**src/rtl/sio_pkg.sv**
```systemverilog
package sio_pkg;

    localparam logic [2:0] OFS_DATA = 3'd0;
    localparam logic [2:0] OFS_IER  = 3'd1;
    localparam logic [2:0] OFS_IIR  = 3'd2;
    localparam logic [2:0] OFS_LCR  = 3'd3;
    localparam logic [2:0] OFS_MCR  = 3'd4;
    localparam logic [2:0] OFS_LSR  = 3'd5;
    localparam logic [2:0] OFS_MSR  = 3'd6;
    localparam logic [2:0] OFS_SCR  = 3'd7;

    localparam logic [7:0] IIR_RX_CODE   = 8'h04;
    localparam logic [7:0] IIR_TX_CODE   = 8'h02;
    localparam logic [7:0] IIR_NONE_CODE = 8'h01;
    localparam logic [7:0] LSR_IDLE_BITS = 8'h60;

    localparam int BANK_BIT  = 7;
    localparam int EN_RX_BIT = 0;
    localparam int EN_TX_BIT = 1;

    typedef struct packed {
        logic rx;
        logic tx;
    } src_t;

    typedef struct packed {
        logic [7:0] ier;
        logic [7:0] lcr;
        logic [7:0] mcr;
        logic [7:0] dll;
        logic [7:0] dlm;
    } regs_t;

    typedef struct packed {
        logic rd_data;
        logic wr_data;
        logic rd_iir;
        logic wr_ier;
        logic wr_lcr;
        logic wr_mcr;
        logic wr_dll;
        logic wr_dlm;
    } acc_t;

    function automatic logic [7:0] iir_code(input src_t st);
        if (st.rx)      return IIR_RX_CODE;
        else if (st.tx) return IIR_TX_CODE;
        else            return IIR_NONE_CODE;
    endfunction

endpackage

```
**src/rtl/sio_decode.sv**
```systemverilog
module sio_decode
    import sio_pkg::*;
(
    input  logic       sel,
    input  logic       we,
    input  logic [2:0] addr,
    input  logic       bank,
    output acc_t       acc
);
    logic rd, wr;

    always_comb begin
        rd = sel && !we;
        wr = sel && we;
        acc = '0;
        acc.rd_data = rd && (addr == OFS_DATA) && !bank;
        acc.wr_data = wr && (addr == OFS_DATA) && !bank;
        acc.wr_dll  = wr && (addr == OFS_DATA) && bank;
        acc.wr_ier  = wr && (addr == OFS_IER)  && !bank;
        acc.wr_dlm  = wr && (addr == OFS_IER)  && bank;
        acc.rd_iir  = rd && (addr == OFS_IIR);
        acc.wr_lcr  = wr && (addr == OFS_LCR);
        acc.wr_mcr  = wr && (addr == OFS_MCR);
    end
endmodule

```
**src/rtl/sio_delay_timer.sv**
```systemverilog
module sio_delay_timer #(
    parameter int DELAY_CYCLES = 450
) (
    input  logic clk,
    input  logic rst,
    input  logic start,
    input  logic cancel,
    output logic fire
);
    localparam int CW = $clog2(DELAY_CYCLES + 1);

    logic [CW-1:0] cnt;

    always_ff @(posedge clk) begin
        if (rst)                cnt <= '0;
        else if (start)         cnt <= CW'(DELAY_CYCLES);
        else if (cancel)        cnt <= '0;
        else if (cnt != '0)     cnt <= cnt - 1'b1;
    end

    assign fire = (cnt == CW'(1)) && !start && !cancel;
endmodule

```
**src/rtl/sio_read_mux.sv**
```systemverilog
module sio_read_mux
    import sio_pkg::*;
(
    input  logic       rd_en,
    input  logic [2:0] addr,
    input  regs_t      regs,
    input  src_t       st,
    input  logic       rx_avail,
    input  logic [7:0] rx_data,
    output logic [7:0] rdata
);
    logic bank;

    always_comb begin
        bank  = regs.lcr[BANK_BIT];
        rdata = 8'h00;
        if (rd_en) begin
            case (addr)
                OFS_DATA: rdata = bank ? regs.dll : (rx_avail ? rx_data : 8'h00);
                OFS_IER:  rdata = bank ? regs.dlm : regs.ier;
                OFS_IIR:  rdata = iir_code(st);
                OFS_LCR:  rdata = regs.lcr;
                OFS_MCR:  rdata = regs.mcr;
                OFS_LSR:  rdata = LSR_IDLE_BITS | {7'd0, rx_avail};
                OFS_MSR:  rdata = 8'h00;
                OFS_SCR:  rdata = 8'h00;
                default:  rdata = 8'h00;
            endcase
        end
    end
endmodule

```
**src/rtl/sio_regblock.sv**
```systemverilog
module sio_regblock
    import sio_pkg::*;
#(
    parameter int DELAY_CYCLES = 450
) (
    input  logic       clk,
    input  logic       rst,
    input  logic       bus_sel,
    input  logic       bus_we,
    input  logic [2:0] bus_addr,
    input  logic [7:0] bus_wdata,
    output logic [7:0] bus_rdata,
    input  logic       rx_avail,
    input  logic [7:0] rx_data,
    output logic       rx_pop,
    output logic       tx_valid,
    output logic [7:0] tx_data,
    output logic       irq
);
    localparam int NSRC  = 2;
    localparam int SRC_RX = 0;
    localparam int SRC_TX = 1;

    regs_t regs;
    src_t  st;
    acc_t  acc;
    logic  rx_prev;
    logic  rearm;

    logic [NSRC-1:0] t_start;
    logic [NSRC-1:0] t_cancel;
    logic [NSRC-1:0] t_fire;

    logic rx_fire, tx_fire, rx_edge, irq_clr;
    logic rx_post, tx_post;

    sio_decode u_dec (
        .sel  (bus_sel),
        .we   (bus_we),
        .addr (bus_addr),
        .bank (regs.lcr[BANK_BIT]),
        .acc  (acc)
    );

    sio_read_mux u_rmux (
        .rd_en    (bus_sel && !bus_we),
        .addr     (bus_addr),
        .regs     (regs),
        .st       (st),
        .rx_avail (rx_avail),
        .rx_data  (rx_data),
        .rdata    (bus_rdata)
    );

    always_comb begin
        t_start[SRC_RX]  = (acc.wr_ier && bus_wdata[EN_RX_BIT] && rx_avail)
                         || (rearm && rx_avail && regs.ier[EN_RX_BIT]);
        t_cancel[SRC_RX] = acc.wr_ier && !(bus_wdata[EN_RX_BIT] && rx_avail);
        t_start[SRC_TX]  = (acc.wr_ier && bus_wdata[EN_TX_BIT])
                         || (acc.wr_data && regs.ier[EN_TX_BIT]);
        t_cancel[SRC_TX] = acc.wr_ier && !bus_wdata[EN_TX_BIT];
    end

    for (genvar g = 0; g < NSRC; g++) begin : g_tmr
        sio_delay_timer #(.DELAY_CYCLES(DELAY_CYCLES)) u_tmr (
            .clk    (clk),
            .rst    (rst),
            .start  (t_start[g]),
            .cancel (t_cancel[g]),
            .fire   (t_fire[g])
        );
    end

    assign rx_fire = t_fire[SRC_RX];
    assign tx_fire = t_fire[SRC_TX];
    assign rx_post = rx_fire && regs.ier[EN_RX_BIT];
    assign tx_post = tx_fire && regs.ier[EN_TX_BIT];
    assign rx_edge = rx_avail && !rx_prev && regs.ier[EN_RX_BIT];
    assign irq_clr = acc.rd_data || acc.wr_data || (t_cancel[SRC_RX] || t_cancel[SRC_TX]);

    assign rx_pop   = acc.rd_data && rx_avail;
    assign tx_valid = acc.wr_data;
    assign tx_data  = bus_wdata;

    always_ff @(posedge clk) begin
        if (rst) begin
            regs    <= '0;
            st      <= '0;
            irq     <= 1'b0;
            rx_prev <= 1'b0;
            rearm   <= 1'b0;
        end else begin
            rx_prev <= rx_avail;
            rearm   <= acc.rd_data;
            if (acc.wr_ier) regs.ier <= bus_wdata;
            if (acc.wr_lcr) regs.lcr <= bus_wdata;
            if (acc.wr_mcr) regs.mcr <= bus_wdata;
            if (acc.wr_dll) regs.dll <= bus_wdata;
            if (acc.wr_dlm) regs.dlm <= bus_wdata;
            if (acc.rd_data) st.rx <= 1'b0;
            if (rx_post)     st.rx <= 1'b1;
            if (acc.rd_iir)  st.tx <= 1'b0;
            if (tx_post)     st.tx <= 1'b1;
            if (irq_clr) irq <= 1'b0;
            if (rx_edge || rx_post || tx_post) irq <= 1'b1;
        end
    end
endmodule

```
**config.mk**
```make
export PLATFORM = sky130hd
export DESIGN_NAME = sio_regblock
export DESIGN_NICKNAME = d
export VERILOG_FILES = /design/src/rtl/sio_pkg.sv /design/src/rtl/sio_decode.sv /design/src/rtl/sio_delay_timer.sv /design/src/rtl/sio_read_mux.sv /design/src/rtl/sio_regblock.sv
export SDC_FILE = /design/constraint.sdc
export NUM_CORES = 1
export LEC_CHECK = 0
export BUFFER_PORTS_ARGS = -buffer_cell sky130_fd_sc_hd__buf_2
export CORE_MARGIN = 5
export CORE_UTILIZATION = 55
export CTS_CLUSTER_SIZE = 10
export DETAILED_ROUTE_END_ITERATION = 8
export PLACE_DENSITY = 0.76
export SYNTH_ARGS = -nofsm -noshare
export SYNTH_HDL_FRONTEND = slang
export SYNTH_HIERARCHICAL = 1
export SYNTH_SLANG_ARGS = --single-unit
```
**constraint.sdc**
```tcl
create_clock -name clk -period 3.8 [get_ports clk]
set_clock_uncertainty 0.2 [all_clocks]
set_input_delay 0.57 -clock clk [delete_from_list [all_inputs] [get_ports clk]]
set_output_delay 0.57 -clock clk [all_outputs]
set_load 0.005 [all_outputs]
```
# Word level (Yosys, flattened, before mapping)
# Cells that the tools add are included.
[totals] elab_cells=102 out_inout_bits=19 in_bits=24 register_bits=63
[classes] mux=19 n_eq_ne=9 n_reduce_logical=58 add_sub_neg=2
[op_table] cell="one-hot mux 8 bit (7 select lines)" count=1
[op_table] cell="2-to-1 mux 9 bit" count=6
[op_table] cell="2-to-1 mux 8 bit" count=5
[op_table] cell="logical AND 1 bit" count=31
[op_table] cell="== test 9 x 1 -> 1 bit (second input constant)" count=2
[op_table] cell="nonzero test 9 bit" count=2
[op_table] cell="subtractor 9 x 1 -> 9 bit (second input constant)" count=2
[op_table] cell="== test 3 bit (second input constant)" count=4
[op_table] cell="zero test 1 bit" count=9
[op_table] cell="logical OR 1 bit" count=7
[op_table] cell="== test 3 x 2 -> 1 bit (second input constant)" count=2
[op_table] cell="2-to-1 mux 1 bit" count=6
[op_table] cell="nonzero test 2 bit" count=3
[op_table] cell="nonzero test 3 bit" count=2
[op_table] cell="OR reduction 3 bit" count=2
[op_table] cell="== test 3 x 1 -> 1 bit (second input constant)" count=1
[op_table] cell="zero test 3 bit" count=1
[op_table] cell="2-to-1 mux 2 bit" count=1
[op_table] cell="OR reduction 2 bit" count=1

# Depth between registers and ports, before layout
[depth] ltp_word=13 mapped_depth=9

# Hierarchy
# The synthesis kept the hierarchy.
[by_module_without_submodules] mod="sio_regblock" seq_area_each_um2=900.9 area_per_inst_um2=1710.4 cells_per_inst=165 n_inst=1
[by_module_without_submodules] mod="sio_delay_timer" seq_area_each_um2=180.2 area_per_inst_um2=467.9 cells_per_inst=54 n_inst=2
[by_module_without_submodules] mod="sio_read_mux" seq_area_each_um2=0.0 area_per_inst_um2=500.5 cells_per_inst=72 n_inst=1
[by_module_without_submodules] mod="sio_decode" seq_area_each_um2=0.0 area_per_inst_um2=101.3 cells_per_inst=15 n_inst=1

# Worst setup path after synthesis
# Ideal clock, no wire load.
[synth_timing] path_kind="input-to-reg" from="in bus_addr[2]" to="reg irq" slack_ns=1.378 arrival_time_ns=2.091 cell_stages=9 setup_ns=0.130 path_cell_list="nand4b_1 > nor3_2 > buf_2 > nand2_1 > a21boi_0 > nor4_1 > and3_1 > o21ai_0 > o221ai_2"
[synth_rtl] item="start: declaration" line="sio_regblock.sv:10" rtl="input logic [2:0] bus_addr,"
[synth_rtl] item="end signal: assignment" line="sio_regblock.sv:89" rtl="irq <= 1'b0;"
[synth_rtl] item="end signal: assignment" line="sio_regblock.sv:104" rtl="if (irq_clr) irq <= 1'b0;"
[synth_rtl] item="end signal: assignment" line="sio_regblock.sv:105" rtl="if (rx_edge || rx_post || tx_post) irq <= 1'b1;"
[synth_rtl] item="end: declaration" line="sio_regblock.sv:18" rtl="output logic irq"

# Worst setup path in the final report
[layout_timing] from="in bus_addr[1]" to="out bus_rdata[4]"
[layout_between] elab_chain_len=4
[layout_rtl] item="== test 3 bit" line="sio_read_mux.sv:18" rtl="case (addr)"
[layout_rtl] item="OR reduction 2 bit (no line)"
[layout_rtl] item="one-hot mux 8 bit (7 select lines) (*)" line="sio_read_mux.sv:18"
[layout_rtl] item="2-to-1 mux 8 bit (*)" line="sio_read_mux.sv:17" rtl="if (rd_en) begin"
[layout_rtl] item="end: declaration" line="sio_regblock.sv:12" rtl="output logic [7:0] bus_rdata,"
# Every way passes the cells marked *; elsewhere a longest branch is shown, timed or not.

==> summary.md <==
| Metric | Value |
|---|---|
| Status | `finished, final reports clean` |
| Post-synthesis xor/xnor area fraction | `1.08%` |
| R2r startpoint | `g_tmr[1].u_tmr/cnt[0]` |
| Pwr dens | `528 mW/mm2` |
| Library cells used by synthesis | `51` |
| Clock sinks | `63` |
| Synth cell count leaders | `63 x dfxtp_1, 60 x nor2_1, 45 x mux2i_1` |
| Sw Pwr | `623 uW` |
| DIE HEIGHT | `86.9 um` |
| Max_slew headroom | `30.2%` |
| Final WL | `7.55 mm` |
| Leakage | `1.36 nW` |
| Post-CTS sizing | `0` |
| Ys async rst share | `0%` |
| HP Class | `flop to flop` |
| Netlist Area Pre-Place | `0.00325 mm2` |
| Crit path largest cell delay | `0.36 ns` |
| Worst path required time | `3.03 ns` |
| CTS Hold Bufs | `0` |
| Internal Power | `1.27 mW` |
| Antenna violations before repair | `0` |
| Top FF cell, synth | `dfxtp_1` |
| R2R setup slack | `1.52 ns` |
| Worst-path fanout max | `19` |
| Overall Global Routing Usage | `21.3%` |
| Hold Path Depth | `2` |
| VDD IR max | `0.365 mV` |
| Post-synthesis mux area share | `15.6%` |
| Hold_sp | `g_tmr[0].u_tmr/cnt[4]` |
| DR iter-0 viols | `220` |
| Hold Crit Endpoint | `g_tmr[0].u_tmr/cnt[4]` |
| First-pass iteration count of the detailed router | `5` |
| GP Congestion | `0.891` |
| Pin count of the biggest net entering global routing | `62` |
| Sequential-to-total area share from yosys stat | `38.8%` |
| Post-route DRC violation count | `0` |
| Post-CTS Setup Inserts | `0` |
| Largest family of logic cells by synthesized area | `simple AND/OR/NAND/NOR gates` |
| Top Ports | `43` |
| Final hold vios | `0` |
| Post-route insts no fill | `469` |
| Antenna-violating nets left | `0` |
| TritonCTS Buffers | `9` |
| Worst skew pair latency | `0.33 ns` |
| Grt total ovfl | `0` |
| Ys Warns | `6` |
| Sequential share of power | `42.7%` |
| Hpwl dp | `5.20 mm` |
| Routed len/inst | `16.1 um` |
| EDFF count, synth | `0` |
| Critical Path Sink Type | `primary output` |
| Synth Area in Compound Gates | `12.0%` |
| Reg clk slew, reported paths | `0.06 ns` |
| Max-slew violation count | `0` |
| Vias post-DR | `2784` |
| Max stage delay cell, worst path | `nor3_1` |
| Clock share of power | `26.6%` |
| Fmax | `0.367 GHz` |
| Mapped Avg Cell Area | `9.02 um2` |
| Final setup TNS | `0 ns` |
| Sw Ratio | `32.9%` |
| Layout area overhead | `10.5%` |
| Vias in the first global route | `2621` |
| Dominant cell type by area after synthesis | `dfxtp_1` |
| Simple-gate area share of the yosys netlist | `24.5%` |
| Sequence of cells on the critical path | `buf_2 > inv_1 > nor3_1 > a222oi_1 > nor3b_1 > buf_2` |
| Global-route wire length before repair | `12.7 mm` |
| Reg2reg end | `g_tmr[1].u_tmr/cnt[5]` |
| Nets@finish | `419` |
| Clock Root Buffer | `clkbuf_8` |
| Period utilization | `71.7%` |
| Die ar. | `0.00754 mm2` |
| Final setup fails | `0` |
| Setup CP Type | `input port to primary output` |
| Dominant cells by area after synthesis | `dfxtp_1 39%, mux2i_1 14%, nor2_1 6.9%` |
| Port-buffer cells | `42` |
| Critical Path Source Type | `input port` |
| Starting density of the core | `55.9%` |
| Most common cell in the netlist | `dfxtp_1` |
| Vias/cell | `5.94` |
| # Max-Cap Violations | `0` |
| Fillers | `523` |
| Row count | `28` |
| TritonCTS clock tree | `done` |
| H-tree levels | `3` |
| CP dominant cell by count | `buf_2` |
| Worst r2r path cells | `6` |
| Die X | `86.9 um` |
| Synth Area in Adders | `1.54%` |
| Worst slew pin tran | `1.05 ns` |
| Synth top area share | `38.8%` |
| RSZ-0062 raised after global routing | `false` |
| WP data arrival | `1.95 ns` |
| #FFs+latches synth | `63` |
| Dpl cells | `455` |
| Antenna Diode Count | `0` |
| Clock Path Buffers | `2` |
| Syn Inst Count | `360` |
| Core box area | `0.00582 mm2` |
| Layout cells sized above 1 | `18.8%` |
| Tmin final | `2.72 ns` |
| Combinational share of power | `30.7%` |
| Net Count, Synth | `388` |
-- worst max-delay path by stage --
| stage | from | to | slack, ns | cells after the start |
|---|---|---|---|---|
| after floorplan | bus_addr[2] | irq | 1.38 | 9 |
| after CTS | bus_addr[1] | bus_rdata[4] | 1.08 | 6 |
| after detailed placement | bus_addr[0] | irq | 0.93 | 9 |
| final | bus_addr[1] | bus_rdata[4] | 1.08 | 6 |
| after global placement | bus_addr[0] | irq | 1.10 | 9 |
| after global routing | bus_addr[1] | bus_rdata[4] | 0.92 | 6 |
-- power groups by stage --
stage	Combinational (mW)	Clock [mW]	Sequential (mW)
finish	0.583	0.504	0.809
floorplan	0.479	0	0.804
CTS	0.580	0.513	0.808
global route	0.660	0.544	0.821
global placement	0.560	0	0.820
detailed placement	0.575	0	0.822
-- sequential cells by signal, summed over array words and instances, names as in the netlist --
name             count
regs                40
g_tmr.u_tmr/cnt     18
st                   2
irq                  1
rearm                1
rx_prev              1
-- layout by cell type (no fill, tap or decap), drive strengths merged, types with 3 or more instances in the layout --
master / count
a21oi: 14
ha: 4
nand3: 5
mux2: 3
nor4: 6
clkbuf: 13
o21ai: 5
inv: 10
nand2: 14
buf: 48
or3: 14
and3: 3
mux2i: 45
a221oi: 6
nand2b: 9
nor3: 8
o31ai: 4
a31oi: 3
nor2: 60
nor2b: 7
dfxtp: 63
nor3b: 4
o41ai: 4
or4: 7
a222oi: 3
-- critical path: cells and delay by family --
kind            cells  cell delay, ns
simple gates        2            0.57
buf+inv             3            0.64
compound gates      1            0.16
-- stage by stage --
| stage | instance area [um2] | util (%) | hold slack, ns | total power [mW] | worst slack [ns] |
|---|---|---|---|---|---|
| after floorplan | 3250 | - | 0.254 | 1.28 | 1.38 |
| after global placement | 3430 | 58.9 | 0.269 | 1.38 | 1.10 |
| after detailed placement | 3430 | 58.9 | 0.279 | 1.40 | 0.935 |
| after CTS | 3590 | 61.7 | 0.289 | 1.90 | 1.08 |
| after global routing | 3590 | 61.7 | 0.321 | 2.03 | 0.916 |
| final | 3590 | 61.7 | 0.287 | 1.90 | 1.08 |
-- layer usage --
layer / GRT usage, % / up-vias / part of all wire (%)
met4: 9.07 / 0 / 1.9
met5: 0 / - / 0
met2: 32.2 / 83 / 46
li1: - / 1358 / -
met1: 29.2 / 1325 / 47
met3: 4.73 / 18 / 5.7
-- cell families (layout without fill, tap and decap cells) --
group / Yosys count / after routing
xor gates and xnor gates: 4 / 4
AOI/OAI and AO/OA: 53 / 53
adders and majority gates: 4 / 4
DFF: 63 / 63
and+or+nand+nor: 149 / 149
buffers and inverters: 38 / 72
muxes: 49 / 49
-- final cells by class --
type | count | area (um2) | area share, %
clock buffers | 13 | 159 | 4.43
inverters | 10 | 40.0 | 1.12
multi-input cells | 259 | 1780 | 49.5
clock inverters | 1 | 5.00 | 0.139
flip-flops and latches | 63 | 1260 | 35.1
well taps | 75 | 93.8 | 2.61
repair buffers | 48 | 255 | 7.11
No activity file was read; power rests on OpenSTA's default activity.
